## config.mk

```make
export PLATFORM = sky130hd
export DESIGN_NAME = tag_trap_detect
export DESIGN_NICKNAME = d
export VERILOG_FILES = /design/src/rtl/tag_trap_detect.sv
export SDC_FILE = /design/constraint.sdc
export NUM_CORES = 1
export LEC_CHECK = 0
export ABC_AREA = 0
export BUFFER_PORTS_ARGS = -buffer_cell sky130_fd_sc_hd__buf_2
export CORE_ASPECT_RATIO = 1.5
export CORE_MARGIN = 2
export CORE_UTILIZATION = 30
export DETAILED_ROUTE_END_ITERATION = 10
export PLACE_DENSITY = 0.64
export SYNTH_ARGS = -nofsm -noshare
export SYNTH_HDL_FRONTEND = slang
export SYNTH_SLANG_ARGS = --single-unit
```

## constraint.sdc

```tcl
create_clock -name clk -period 2.35 [get_ports clk]
set_input_delay 0.1175 -clock clk [delete_from_list [all_inputs] [get_ports clk]]
set_output_delay 0.1175 -clock clk [all_outputs]
set_load 0.005 [all_outputs]
```

## src/rtl/tag_trap_detect.sv

```systemverilog
module tag_trap_detect #(
  parameter int DATA_W    = 32,
  parameter int TYPE_W    = 5,
  parameter int GEN_W     = 3,
  parameter int TY_FIXNUM = 0,
  parameter int TY_FUTURE = 1,
  parameter int TY_CONS   = 2,
  parameter int TY_NIL    = 3
) (
  input  logic              clk,
  input  logic              rst_n,
  input  logic              in_valid,
  input  logic [1:0]        op_kind,
  input  logic [DATA_W-1:0] a_data,
  input  logic [TYPE_W-1:0] a_type,
  input  logic [GEN_W-1:0]  a_gen,
  input  logic [DATA_W-1:0] b_data,
  input  logic [TYPE_W-1:0] b_type,
  input  logic [GEN_W-1:0]  b_gen,
  input  logic              chk_future,
  input  logic              chk_fixnum,
  input  logic              chk_ovf,
  input  logic              chk_cons,
  input  logic              cons_nil_ok,
  input  logic              chk_gen,
  input  logic              chk_transport,
  input  logic              chk_empty,
  input  logic              load_leave_full,
  input  logic              store_mark_old,
  input  logic              word_full,
  input  logic              word_old,
  output logic              out_valid,
  output logic              trap_valid,
  output logic [3:0]        trap_code,
  output logic              reg_we,
  output logic              fe_we,
  output logic              fe_val,
  output logic              old_we,
  output logic              old_val
);
  localparam logic [TYPE_W-1:0] T_FIX = TYPE_W'(TY_FIXNUM);
  localparam logic [TYPE_W-1:0] T_FUT = TYPE_W'(TY_FUTURE);
  localparam logic [TYPE_W-1:0] T_CON = TYPE_W'(TY_CONS);
  localparam logic [TYPE_W-1:0] T_NIL = TYPE_W'(TY_NIL);

  wire is_alu   = op_kind == 2'd0;
  wire is_load  = op_kind == 2'd1;
  wire is_store = op_kind == 2'd2;
  wire is_tchk  = op_kind == 2'd3;
  wire is_mem   = is_load | is_store;

  wire fut_a = a_type == T_FUT;
  wire fut_b = b_type == T_FUT;
  wire odd_a = (a_type != T_FIX) && !fut_a;
  wire odd_b = (b_type != T_FIX) && !fut_b;
  wire base_ok = (a_type == T_CON) || (cons_nil_ok && a_type == T_NIL);
  wire tag_mis = {{(DATA_W-TYPE_W){1'b0}}, a_type} != b_data;

  logic [DATA_W:0] sum;
  assign sum = {a_data[DATA_W-1], a_data} + {b_data[DATA_W-1], b_data};
  wire ovf = sum[DATA_W] != sum[DATA_W-1];

  logic [3:0] code_n;
  always_comb begin
    code_n = 4'd0;
    if      (is_alu && chk_future && fut_a)             code_n = 4'd1;
    else if (is_alu && chk_future && fut_b)             code_n = 4'd2;
    else if (is_alu && chk_fixnum && (odd_a || odd_b))  code_n = 4'd3;
    else if (is_mem && chk_cons && !base_ok)            code_n = 4'd4;
    else if (is_tchk && tag_mis)                        code_n = 4'd5;
    else if (is_alu && chk_ovf && ovf)                  code_n = 4'd6;
    else if (is_store && chk_gen && (b_gen > a_gen))    code_n = 4'd7;
    else if (is_load && chk_transport && word_old)      code_n = 4'd8;
    else if (is_load && chk_empty && !word_full)        code_n = 4'd9;
  end

  wire clean = in_valid && code_n == 4'd0;

  always_ff @(posedge clk) begin
    if (!rst_n) begin
      out_valid  <= 1'b0;
      trap_valid <= 1'b0;
      trap_code  <= 4'd0;
      reg_we     <= 1'b0;
      fe_we      <= 1'b0;
      fe_val     <= 1'b0;
      old_we     <= 1'b0;
      old_val    <= 1'b0;
    end else begin
      out_valid  <= in_valid;
      trap_valid <= in_valid && code_n != 4'd0;
      trap_code  <= in_valid ? code_n : 4'd0;
      reg_we     <= clean && (is_alu || is_load);
      fe_we      <= clean && is_load;
      fe_val     <= load_leave_full;
      old_we     <= clean && is_store;
      old_val    <= store_mark_old;
    end
  end
endmodule

```

Word level (Yosys, flattened, before mapping)
Cells that the tools add are included. W data, S select, Z words.

Register bits after elaboration: 11. Bits of input ports: 97. Output and inout port bits: 11. Word-level logic and storage cells: 66.

Add/sub/neg operators: 1. Magnitude comparators: 1. Eq/ne operators: 9. Mux-type cells: 9. Bitwise logic cells: 1. Reductions and logical operators: 37.

Operator list (count): $mux W4 (9); $add A32 B32 Y33 (1); $ne A5 B32 Y1 (1); $logic_and A1 B1 Y1 (24); $eq A5 B1 Y1 const B (2); $eq A5 B2 Y1 const B (2); $reduce_bool A5 Y1 (2); $eq A2 B2 Y1 const B (2); $logic_not A1 Y1 (4); $logic_not A4 Y1 (1); $reduce_bool A4 Y1 (1); $gt A3 B3 Y1 (1); $logic_or A1 B1 Y1 (3); $eq A2 B1 Y1 const B (1); $logic_not A2 Y1 (1); $reduce_and A2 Y1 (1); $ne A1 B1 Y1 (1); $or A1 B1 Y1 (1).

Longest topological paths before layout
Word-level depth: 15. Depth in mapped cells: 8. Mapped depth without buffers: 8.

Worst setup path before layout
OpenSTA, ideal clock, no wires.

Path kind: input-to-reg. From: input a_data[30]. To: register trap_valid. Library setup time: 0.125 ns. Arrival: 1.965 ns. Required time: 2.225 ns. Setup slack: 0.260 ns. Cell stages on the path: 8. Path buffers: 0. Cell sequence: ha_1 -> and4_4 -> and4_4 -> a22o_1 -> o22a_1 -> o211a_1 -> o21a_2 -> o41a_1.

Cells in the longest elaborated chain, start to end: 11.

Ends and longest elaborated chain: start, declared (RTL line 14) `input logic [DATA_W-1:0] a_data,`; $add A32 B32 Y33 (RTL line 60) `assign sum = {a_data[DATA_W-1], a_data} + {b_data[DATA_W-1], b_data};`; $ne A1 B1 Y1 (RTL line 61) `wire ovf = sum[DATA_W] != sum[DATA_W-1];`; $logic_and A1 B1 Y1 (RTL line 71) `else if (is_alu && chk_ovf && ovf) code_n = 4'd6;`; $mux W4 (RTL line 71); $mux W4 (RTL line 70) `else if (is_tchk && tag_mis) code_n = 4'd5;`; $mux W4 (RTL line 69) `else if (is_mem && chk_cons && !base_ok) code_n = 4'd4;`; $mux W4 (RTL line 68) `else if (is_alu && chk_fixnum && (odd_a || odd_b)) code_n = 4'd3;`; $mux W4 (RTL line 67) `else if (is_alu && chk_future && fut_b) code_n = 4'd2;`; $mux W4 (RTL line 66) `if (is_alu && chk_future && fut_a) code_n = 4'd1;`; $reduce_bool A4 Y1 (RTL line 91) `trap_valid <= in_valid && code_n != 4'd0;`; $logic_and A1 B1 Y1 (RTL line 91); end signal, assigned (RTL line 82) `trap_valid <= 1'b0;`; end signal, assigned (RTL line 91); end, declared (RTL line 33) `output logic trap_valid,`.

No other way between the ends. A chain may end at the register's enable or synchronous reset.

Final worst setup path
From: input a_data[1]. To: register trap_valid.

Same word-level chain as after synthesis.

==> run metrics <==
Synth area leaders=ha_1 (29%), dfxtp_1 (14%), a21oi_1 (4.6%); Worst Path Required=2.47 ns; CP arrival=around 2.2 ns; multiplexer area fraction after synthesis=0; f_max=between 0.4 and 0.5 GHz; register area share after synthesis=0.135; Filler Cell Count=between 500 and 600; area leader, netlist=ha_1; # setup viols final=0; Post-Synthesis Cells=approximately 200; gr ovfl total=0; post_cts resized=0; gp weighted congestion=about 0.84; drt total wl=about 5.0 mm; cell total after placement=380; period utilization=0.881; slowest stage delay, CP=~0.36 ns; Max Cap Viol=0; CTS tree=yes; cts hold-fix bufs=0; largest net degree at the start of global routing=7; Compound-Gate Fraction of Synth Area=0.269; P_leak=1.20 nW; YS warnings=0; H-tree levels=1; P&R area growth vs syn=41.8%; Post-CTS Setup Bufs=0; cell area after synthesis=1630 um2; Post-synth EDFFs=0; CTS Buffer Depth=2; ys async rst share=0; setup TNS=0 ns; Netlist cell types=41; largest family of logic cells by synthesized area=adder cells; #FFs+latches synth=11; TritonCTS Buffers=3; crit start category=primary input; Final Hold Viols=0; post-synthesis xor/xnor area fraction=0.0269; minimum clock period=just over 2 ns; critical path peak fanout=6; status=finished clean; fraction of layout cells with a size suffix above 1=0.373; max_slew headroom=0.654; RSZ-0062 raised after global routing=false; hold_ws=between 0.09 and 0.1 ns; Initial Util=0.313; Area after DPL=between 2000 and 2500 um2; Tot Pwr=719 uW; DRC=0; Final Net Count=about 450; post-synth top area share=0.292; Post-Syn Nets=roughly 340; Root Buffer=clkbuf_8; vias per cell=between 5 and 6; CP endpoint kind=flop; Vias=around 2,000; Setup Crit Path Kind=in -> reg; antenna viol nets, final=0; Max stage delay cell, worst path=o41a_1; CP dominant cell by count=a31oi_1; Port Buf Inserts=roughly 110; Slew @ Worst Pin=slightly above 0.5 ns; TritonRoute pass-1 iters=4; initial antenna violation count=0; DRT iter0 DRCs=between 40 and 50; Die X=approximately 64 um; post-route cell area=roughly 2300 um2; Top Ports=roughly 110; VDD IR max=around 0.21 mV; PwrDens=311 nW/um2; predominant post-synthesis flop cell=dfxtp_1; GRT Util Overall=0.165; die area=between 6000 and 7000 um2; # clock sinks=11; core outline area=between 5000 and 6000 um2; critical path, cell by cell=buf_2 -> ha_1 -> a31o_1 -> a211o_1 -> a31oi_1 -> a31oi_1 -> o211a_1 -> o21a_2 -> o41a_1; Post-Synth Adder-Cell Area=0.292; synthesized area per cell=approximately 8.0 um2; Synth Area in Simple Gates=0.254; clock slew at reported path FFs=around 0.050 ns; routed len/inst=between 10 and 15 um; row count=32; n_diodes=0; first-pass GRT wire length=between 8 and 9 mm; DP Wirelength=about 4.6 mm; class of the worst hold path=in -> reg; number of global-route vias before repair=~2,000; Non-Filler Instances=between 300 and 400; Die Y=about 94 um; Slew Limit Fails=0
path summary, 6_finish.rpt:
check | from | to | cells past startpoint
setup / recovery | a_data[1] | trap_valid$_SDFF_PN0_ | 9
hold / removal | store_mark_old | old_val$_SDFF_PN0_ | 2
metal layers:
layer | up-vias | share of wire | GRT usage
met4 | 0 | 0.018 | 0.0496
li1 | 1028 | - | -
met1 | 897 | 0.37 | 0.153
met3 | 8 | 0.056 | 0.0204
met2 | 64 | 0.56 | 0.356
met5 | - | 0 | 0
Yosys cell counts, types with 4 or more instances:
cell	count
a211oi_1	4
a21o_1	5
a21oi_1	15
a31oi_1	5
and2_1	8
dfxtp_1	11
ha_1	38
inv_1	10
nand2_1	12
nand3_1	14
nand4_1	6
nor2_1	6
nor3_1	4
nor4_1	12
o211ai_1	4
o21ai_0	13
xor2_1	5
cell families (layout without fill, tap and decap cells):
kind of cell,count (synthesis),count (layout)
XOR/XNOR,5,5
flip-flops,11,11
buffers and inverters,10,123
AO/OA/AOI/OAI,65,65
adder cells (fa/ha/maj),38,38
AND/OR/NAND/NOR,74,74
area by class of cell:
class | instances | area [um2] | area share
clock buffers | 4 | 45.0 | 0.0195
inverters | 10 | 37.5 | 0.0163
multi-input cells | 182 | 1370 | 0.594
flip-flops and latches | 11 | 220 | 0.0953
well taps | 68 | 85.1 | 0.0368
repair buffers | 109 | 551 | 0.238
metrics by stage:
| stage | utilization | setup WS (ns) |
|---|---|---|
| after floorplan | - | 0.260 |
| after global placement | 0.435 | 0.0591 |
| after detailed placement | 0.435 | 0.0345 |
| after CTS | 0.444 | 0.270 |
| after global routing | 0.444 | 0.125 |
| final | 0.444 | 0.280 |
report_power, final:
group / switching [mW] / internal, mW / total (mW)
Clock: 0.0644 / 0.119 / 0.183
Sequential: 0.00185 / 0.195 / 0.197
Combinational: 0.169 / 0.171 / 0.340
sequential cells by signal, indices dropped and copies added (netlist names):
signal      count
old_we          1
fe_we           1
fe_val          1
trap_code       4
reg_we          1
old_val         1
trap_valid      1
out_valid       1
placed cells by master, fill, tap and decap left out, types with 2 or more instances in the layout:
| cell | count |
|---|---|
| buf_2 | 107 |
| nand2b_1 | 2 |
| a31oi_1 | 5 |
| and4_4 | 2 |
| nor2b_1 | 2 |
| a211oi_1 | 4 |
| o21ai_0 | 13 |
| a21oi_1 | 15 |
| nand3_1 | 14 |
| ha_1 | 38 |
| nor2_1 | 6 |
| nor3_1 | 4 |
| o211ai_1 | 4 |
| a21boi_0 | 2 |
| clkbuf_8 | 3 |
| xor2_1 | 5 |
| and3_1 | 3 |
| dfxtp_1 | 11 |
| buf_4 | 2 |
| inv_1 | 10 |
| nor4_1 | 12 |
| nand2_1 | 12 |
| a21o_1 | 5 |
| nand4_1 | 6 |
| and2_1 | 8 |
| a22o_1 | 2 |
worst max-delay path, delay by kind of cell:
kind	cells	cell delay [ns]
adder cells (fa/ha/maj)	1	0.30
buffers and inverters	1	0.10
AO/OA/AOI/OAI	7	1.66
Power figures use the tool's default switching activity.
